`src/rtl/i2c_am_pkg.sv`:
```
package i2c_am_pkg;
  localparam int BYTE_W = 8;
  localparam int RW_BIT = 0;
  typedef logic [BYTE_W-1:0] am_byte_t;
endpackage

```
`src/rtl/am_addr_reg.sv`:
```
module am_addr_reg
  import i2c_am_pkg::*;
(
  input  logic     clk,
  input  logic     rst_n,
  input  logic     load,
  input  am_byte_t wdata,
  input  logic     set_rwb,
  output am_byte_t q
);
  always_ff @(posedge clk) begin
    if (!rst_n)       q <= '0;
    else if (load)    q <= wdata;
    else if (set_rwb) q[RW_BIT] <= 1'b1;
  end

  AST_RWB_SET: assert property (@(posedge clk) disable iff (!rst_n)
    (set_rwb && !load) |=> q[RW_BIT]);
  AST_LOAD_WINS: assert property (@(posedge clk) disable iff (!rst_n)
    load |=> (q == $past(wdata)));
endmodule

```
`src/rtl/am_frame_arm.sv`:
```
module am_frame_arm (
  input  logic clk,
  input  logic rst_n,
  input  logic start_det,
  input  logic stop_det,
  input  logic byte_fire,
  output logic armed
);
  always_ff @(posedge clk) begin
    if (!rst_n)         armed <= 1'b0;
    else if (stop_det)  armed <= 1'b0;
    else if (start_det) armed <= 1'b1;
    else if (byte_fire) armed <= 1'b0;
  end

  AST_DISARM_AFTER_BYTE: assert property (@(posedge clk) disable iff (!rst_n)
    (armed && byte_fire && !start_det && !stop_det) |=> !armed);
  AST_STOP_DISARMS: assert property (@(posedge clk) disable iff (!rst_n)
    stop_det |=> !armed);
endmodule

```
`src/rtl/am_compare.sv`:
```
module am_compare
  import i2c_am_pkg::*;
(
  input  logic     mode_10b,
  input  am_byte_t rx,
  input  am_byte_t ref_addr,
  output logic     hit
);
  logic [BYTE_W-1:0] bit_eq;

  for (genvar i = 0; i < BYTE_W; i++) begin : g_bit
    if (i == RW_BIT) begin : g_rw
      assign bit_eq[i] = !mode_10b || (rx[i] == ref_addr[i]);
    end else begin : g_addr
      assign bit_eq[i] = (rx[i] == ref_addr[i]);
    end
  end

  assign hit = &bit_eq;
endmodule

```
`src/rtl/i2c_addr_match.sv`:
```
module i2c_addr_match
  import i2c_am_pkg::*;
(
  input  logic              clk,
  input  logic              rst_n,
  input  logic              start_det,
  input  logic              stop_det,
  input  logic              byte_valid,
  output logic              byte_ready,
  input  logic [BYTE_W-1:0] byte_data,
  input  logic              mode_10b,
  input  logic              addr_load,
  input  logic [BYTE_W-1:0] addr_wdata,
  input  logic              rwb_set,
  output logic              aas,
  output logic              rw_dir
);
  am_byte_t addr_q;
  logic     armed;
  logic     hit;
  logic     byte_fire;

  assign byte_ready = 1'b1;
  assign byte_fire  = byte_valid && byte_ready;

  am_addr_reg u_addr (
    .clk(clk), .rst_n(rst_n), .load(addr_load), .wdata(addr_wdata),
    .set_rwb(rwb_set), .q(addr_q)
  );

  am_frame_arm u_arm (
    .clk(clk), .rst_n(rst_n), .start_det(start_det), .stop_det(stop_det),
    .byte_fire(byte_fire), .armed(armed)
  );

  am_compare u_cmp (
    .mode_10b(mode_10b), .rx(byte_data), .ref_addr(addr_q), .hit(hit)
  );

  always_ff @(posedge clk) begin
    if (!rst_n) begin
      aas    <= 1'b0;
      rw_dir <= 1'b0;
    end else if (stop_det) begin
      aas    <= 1'b0;
      rw_dir <= 1'b0;
    end else if (!start_det && byte_fire && armed) begin
      aas    <= hit;
      rw_dir <= hit && byte_data[RW_BIT];
    end
  end

  AST_STOP_CLEARS: assert property (@(posedge clk) disable iff (!rst_n)
    stop_det |=> (!aas && !rw_dir));
  AST_LATE_BYTE_IGNORED: assert property (@(posedge clk) disable iff (!rst_n)
    (byte_fire && !armed && !start_det && !stop_det) |=> ($stable(aas) && $stable(rw_dir)));
  AST_RW_NEEDS_AAS: assert property (@(posedge clk) disable iff (!rst_n)
    rw_dir |-> aas);
  AST_START_HOLDS: assert property (@(posedge clk) disable iff (!rst_n)
    (start_det && !stop_det) |=> $stable(aas));
  AST_ALWAYS_READY: assert property (@(posedge clk) disable iff (!rst_n)
    byte_valid |-> byte_ready);
endmodule

```
`config.mk`:
```
export PLATFORM = sky130hd
export DESIGN_NAME = i2c_addr_match
export DESIGN_NICKNAME = d
export VERILOG_FILES = /design/src/rtl/i2c_am_pkg.sv /design/src/rtl/am_addr_reg.sv /design/src/rtl/am_frame_arm.sv /design/src/rtl/am_compare.sv /design/src/rtl/i2c_addr_match.sv
export SDC_FILE = /design/constraint.sdc
export NUM_CORES = 1
export LEC_CHECK = 0
export ABC_AREA = 1
export BUFFER_PORTS_ARGS = -buffer_cell sky130_fd_sc_hd__buf_2
export CAP_MARGIN = 5
export CELL_PAD_IN_SITES_DETAIL_PLACEMENT = 0
export CELL_PAD_IN_SITES_GLOBAL_PLACEMENT = 1
export CORE_UTILIZATION = 25
export DETAILED_ROUTE_END_ITERATION = 10
export HOLD_SLACK_MARGIN = 0.12
export PLACE_DENSITY_LB_ADDON = 0.05
export SYNTH_ARGS = -nofsm -noshare
export SYNTH_HDL_FRONTEND = slang
export SYNTH_SLANG_ARGS = --single-unit
```
`constraint.sdc`:
```
create_clock -name clk -period 0.9 [get_ports clk]
set_input_delay 0.045 -clock clk [delete_from_list [all_inputs] [get_ports clk]]
set_output_delay 0.045 -clock clk [all_outputs]
set_load 0.1 [all_outputs]
```
==> out/results.tsv, run 1 <==
metric	value	unit
status	finished with violations	
failing checks	setup timing	
register area share after synthesis	0.407	
Die W	48.5	um
vias per cell	4.12	
total core area	2000	sq um
register area	230	sq um
Post-Layout Inst Area	953	sq um
Worst Hold Class	primary input to flop	
pre-CTS setup slack	-0.0865	ns
Max VDD drop	0.658	mV
footprint of the multi-input gates	275	sq um
CTS tree	done	
Longest Clk Path Bufs	2	
remaining antenna violation count	0	
flop and latch count out of synthesis	11	
PnR worst setup slack	-0.0820	ns
count leader, synth	nand2_1	
htree depth	1	
Critical Path Sink Type	flop	
max cap viols	0	
top-area cell type share of the netlist area	0.407	
Die Ht	48.5	um
ranking of synthesized cells by area	dfxtp_1 41%, nand2_1 13%, nor2_1 7.6%	
period utilization	1.09	
crit start category	flop	
largest net degree at the start of global routing	13	
synthesized area per cell	6.67	sq um
Final Net Count	152	
EDFF count, synth	0	
Max Slew Vio Count	0	
gp weighted congestion	0.652	
WS Path Type	flop to flop	
Starting Density	0.270	
commonest cells in the netlist	19 x nand2_1, 11 x dfxtp_1, 11 x nor2_1, 10 x inv_1, 7 x a21oi_1	
hold slack final	0.147	ns
number of fill cells in the layout	230	
Synth Cell Area	541	sq um
layout cell share with drive strength beyond 1	0.323	
Data required, critical path	1.10	ns
vias in the first global route	597	
worst-path maximum fanout	2	
Crit path arrival time	1.18	ns
Mapped Cells	81	
Lkg Pwr	0.451	nW
CTS clk-pin slew, worst paths	0.07	ns
asr flop ratio synth	0	
crit path time final	0.982	ns
YS warnings	0	
initial antenna violation count	0	
IO Pins	27	
unrepaired setup endpoints after global routing	true	
clock latency on the worst-skew pair	0.27	ns
global-route wire length before repair	2460	um
Vias	635	
Clock Sinks	11	
Finish-stage setup viols	2	
placed instance area	724	sq um
final hold viol count	0	
final setup TNS	-0.118	ns
# diodes	0	
FP Rows	16	
clk_skew	0.00463	ns
unique cell type count in the Yosys netlist	18	
Pwr Density	1170	nW/um^2
WL/cell	9.72	um
drt total wl	1500	um
I/O Buffers	25	
post-synth top area cell	dfxtp_1	
Clock Tree Root	clkbuf_4	
syn nets	105	
Die ar.	2350	sq um
Total GRT Usage	0.139	
grt total ovfl	0	
FMAX	1020	MHz
Post-synth top flop	dfxtp_1	
number of CTS-inserted buffers	3	
utilization after layout	0.476	
Detailed Routing Iterations Pass 1	4	
residual DRC count	0	
area growth from synthesis to layout	76.4	%
DR iter-0 viols	8	
Post-DP HPWL	913	um
registers in the layout (all words and copies together), names as in the netlist:
register     flops
u_arm.armed      1
rw_dir           1
u_addr.q         8
aas              1
path summary, 6_finish.rpt:
path                            start                       end  slack (ns)  cells past startpoint
max          u_arm.armed$_SDFFE_PP0P_       rw_dir$_SDFFE_PP0P_       -0.08                      6
min reg2reg  u_addr.q[5]$_SDFFE_PN0P_  u_addr.q[5]$_SDFFE_PN0P_        0.47                      2
min                         addr_load  u_addr.q[4]$_SDFFE_PN0P_        0.15                      3
max reg2reg  u_arm.armed$_SDFFE_PP0P_       rw_dir$_SDFFE_PP0P_       -0.08                      6
layer usage:
metal | global-route usage | vias up | part of all wire
li1 | - | 345 | -
met1 | 0.166 | 265 | 0.49
met2 | 0.225 | 23 | 0.46
met3 | 0.0377 | 2 | 0.047
met4 | 0.0735 | 0 | 0.0080
met5 | 0 | - | 0
stage by stage:
stage               total power, W  cells
finish                     0.00112    154
global route               0.00121    154
CTS                        0.00113    152
detailed placement        0.000716    131
global placement          0.000715    131
floorplan                 0.000642     81
worst max-delay path: stages (launching register included):
cell	delay, ns
dfxtp_2	0.34
nand2_2	0.06
nor2_4	0.09
nand3_2	0.07
nor2_2	0.13
nand4_1	0.09
a21oi_1	0.15
cells in the final DEF (no fill, tap or decap), types with 2 or more instances in the layout:
cell type and count:
buf_2 23, nand2_1 18, dlygate4sd3_1 18, nor2_1 11, inv_1 10, a21oi_1 7
dfxtp_1 7, o21ai_0 5, o21ai_1 3, clkbuf_4 3, inv_2 2, nor2_2 2
xor2_1 2, dfxtp_4 2, buf_12 2, dfxtp_2 2
cell families (layout without fill, tap and decap cells):
kind of cell           after synthesis  in the layout  synth area share
AND/OR/NAND/NOR                     37             37             0.292
other                                1              1           0.00694
buffers and inverters               14             60             0.106
flip-flops                          11             11             0.407
AO/OA/AOI/OAI                       15             15             0.139
XOR/XNOR                             3              3            0.0486
report_power, final:
part	switching [W]	total (W)	internal [W]	leakage, nW
Sequential	0.0000169	0.000526	0.000509	0.0932
Clock	0.000173	0.000344	0.000172	0.0150
Combinational	0.000120	0.000249	0.000129	0.343
cell type report:
type,instances,share of cell area
sequential,11,0.241
tap,27,0.0354
clock buffer,4,0.0276
multi-input combinational,56,0.289
timing repair buffer,44,0.360
inverter,12,0.0472
repair_timing:
action / CTS / global route
setup buffers: 1 / 0
hold endpoints to repair: 11 / 4
gates resized for setup: 3 / 2
hold buffers: 16 / 3
setup endpoints to repair: 2 / 9
pin swaps: 5 / 4
Note: power is estimated with default switching activity, not from simulation.
==> run 2, diff against run 1 <==
--- a/config.mk
+++ b/config.mk
@@ -8,9 +8,7 @@
 export ABC_AREA = 1
 export BUFFER_PORTS_ARGS = -buffer_cell sky130_fd_sc_hd__buf_2
 export CAP_MARGIN = 5
-export CELL_PAD_IN_SITES_DETAIL_PLACEMENT = 0
-export CELL_PAD_IN_SITES_GLOBAL_PLACEMENT = 1
-export CORE_UTILIZATION = 25
+export CORE_UTILIZATION = 38
 export DETAILED_ROUTE_END_ITERATION = 10
 export HOLD_SLACK_MARGIN = 0.12
 export PLACE_DENSITY_LB_ADDON = 0.05
==> out/results.tsv, run 2 (synthesized netlist as in run 1, its figures left out) <==
metric	value	unit	change
critical path's slowest cell	dfxtp_2		unchanged
Vias	608		was 635
number of CTS-inserted buffers	3		unchanged
Largest register FFs	8		unchanged
grt total ovfl	0		unchanged
Detailed Routing Iterations Pass 1	4		unchanged
PnR worst setup slack	-0.0845	ns	was -0.0820 ns
DR iter-0 viols	1		was 8
vias per cell	4.37		was 4.12
Worst Hold Class	primary input to flop		unchanged
layout cell share with drive strength beyond 1	0.371		was 0.323
Die W	39.7	um	was 48.5 um
period utilization	1.09		about the same
residual DRC count	0		unchanged
sw power	0.000295	W	was 0.000309 W
WL/cell	9.32	um	was 9.72 um
clock latency on the worst-skew pair	0.27	ns	about the same
grt met3 use	0.102		was 0.0377
remaining antenna violation count	0		unchanged
Clock Sinks	11		unchanged
Pwr Density	1190	nW/um^2	was 1170 nW/um^2
Gate power share	0.218		was 0.223
failing checks	setup timing		unchanged
Post-Layout Inst Area	921	sq um	was 953 sq um
max cap viols	0		unchanged
worst-path maximum fanout	2		unchanged
crit path launch	u_addr.q[2]$_SDFFE_PN0P_		was u_arm.armed$_SDFFE_PP0P_
Sw Share	0.268		was 0.276
global-route wire length before repair	2030	um	was 2460 um
clk_skew	0.00424	ns	was 0.00463 ns
Data required, critical path	1.10	ns	about the same
vias in the first global route	541		was 597
CTS clk-pin slew, worst paths	0.07	ns	about the same
reg2reg path depth	5		was 6
Die ar.	1580	sq um	was 2350 sq um
CTS tree	done		unchanged
CP cell instances	xnor2_2 > nand2_1 > nor2_2 > nand4_1 > a21oi_2		was nand2_2 > nor2_4 > nand3_2 > nor2_2 > nand4_1 > a21oi_1
drt total wl	1300	um	was 1500 um
Crit path arrival time	1.19	ns	was 1.18 ns
FF-to-FF Start	u_addr.q[2]$_SDFFE_PN0P_		was u_arm.armed$_SDFFE_PP0P_
FP Rows	13		was 16
Setup crit end	rw_dir$_SDFFE_PP0P_		unchanged
initial antenna violation count	0		unchanged
Starting Density	0.410		was 0.270
Die Ht	39.7	um	was 48.5 um
total core area	1320	sq um	was 2000 sq um
FMAX	1020	MHz	about the same
Clock Tree Root	clkbuf_4		unchanged
most frequent cells in the layout	23 x buf_2, 18 x nand2_1, 13 x dlygate4sd3_1		was 23 x buf_2, 18 x nand2_1, 18 x dlygate4sd3_1
M1 GR Usage	0.201		was 0.166
area growth from synthesis to layout	70.4	%	was 76.4%
Lkg Pwr	0.453	nW	was 0.451 nW
placed instance area	709	sq um	was 724 sq um
crit path time final	0.985	ns	was 0.982 ns
crit start category	flop		unchanged
final setup TNS	-0.151	ns	was -0.118 ns
reg2reg setup slack	-0.08	ns	about the same
largest reg by FF count	u_addr.q		unchanged
sequential share of power	0.479		was 0.470
Longest Clk Path Bufs	2		unchanged
Max VDD drop	0.789	mV	was 0.658 mV
# diodes	0		unchanged
Clock power frac	0.302		was 0.308
htree depth	1		unchanged
Max Slew Vio Count	0		unchanged
CP peak stage delay	0.36	ns	was 0.34 ns
I/O Buffers	25		unchanged
most common cell after layout, fill and taps aside	buf_2		unchanged
IO Pins	27		unchanged
Finish-stage setup viols	2		unchanged
r2r endpoint	rw_dir$_SDFFE_PP0P_		unchanged
busiest metal layer after global routing	met2		unchanged
Total GRT Usage	0.201		was 0.139
largest net degree at the start of global routing	13		unchanged
P_int	0.000805	W	was 0.000810 W
Critical Path Sink Type	flop		unchanged
status	finished with violations		unchanged
unrepaired setup endpoints after global routing	true		unchanged
gp weighted congestion	0.715		was 0.652
final hold viol count	0		unchanged
hold bufs inserted after CTS	14		was 16
Final Net Count	149		was 152
Post-DP HPWL	850	um	was 913 um
WS Path Type	flop to flop		unchanged
GR Util met2	0.361		was 0.225
Hold Path Origin	rst_n		was addr_load
==> run 2: changes by cell type in the layout (fill, tap and decap cells not counted), sizes merged <==
| cell | before | now |
|---|---|---|
| buf | 26 | 27 |
| dlygate4sd3 | 18 | 13 |
| dlymetal6s4s | 0 | 1 |
==> run 2: power by group through the flow <==
| stage | clock network [W] | logic, W | registers, W |
|---|---|---|---|
| after floorplan | 0 | 0.000111 | 0.000531 |
| after global placement | 0 | 0.000177 | 0.000533 |
| after detailed placement | 0 | 0.000180 | 0.000535 |
| after CTS | 0.000350 | 0.000231 | 0.000525 |
| after global routing | 0.000380 | 0.000272 | 0.000530 |
| final | 0.000332 | 0.000240 | 0.000527 |
==> run 2: layout make-up <==
cell class                 count  area (sq um)
fill                         116           397
timing repair buffer          41           313
multi-input combinational     56           282
sequential                    11           231
inverter                      12          50.0
clock buffer                   4          26.3
tap                           15          18.8
==> run 2: routing by layer <==
layer | share of wire | wire, um
met1 | 0.41 | 530
met4 | 0 | 0
met2 | 0.52 | 673
met5 | 0 | 0
met3 | 0.070 | 91
==> run 2: worst min path at each step <==
| stage | endpoint | slack [ns] | depth (start not counted) |
|---|---|---|---|
| 3_3_place_gp | u_addr.q[0]$_SDFFE_PN0P_ | 0.26 | 3 |
| 3_5_place_dp | u_addr.q[0]$_SDFFE_PN0P_ | 0.27 | 3 |
| 5_1_grt | rw_dir$_SDFFE_PP0P_ | 0.08 | 3 |
| 6_report | rw_dir$_SDFFE_PP0P_ | 0.07 | 3 |
| 4_1_cts | aas$_SDFFE_PP0P_ | 0.07 | 3 |
| 2_1_floorplan | u_arm.armed$_SDFFE_PP0P_ | 0.16 | 2 |
==> run 2: per-stage QoR <==
stage	cells	util	hold WS, ns	setup WS (ns)	total power [W]
floorplan	81	-	0.162	0.0121	0.000642
global placement	119	0.538	0.256	-0.0308	0.000711
finish	139	0.699	0.0713	-0.0845	0.00110
detailed placement	119	0.538	0.272	-0.0704	0.000715
global route	139	0.699	0.0757	-0.174	0.00118
CTS	138	0.678	0.0658	-0.0912	0.00111
==> run 2: timing repair <==
| item | 4_1_cts | 5_1_grt |
|---|---|---|
| pin swaps | 5 | 1 |
| setup buffers | 1 | 1 |
| endpoints found under the hold margin | 11 | 3 |
| setup endpoints to repair | 2 | 10 |
| resized for setup | 4 | 8 |
==> run 2: worst max-delay path, delay by kind of cell (launching register included) <==
family          cells  cell delay, ns
xor+xnor            1            0.11
simple gates        3            0.33
compound gates      1            0.13
flops               1            0.36
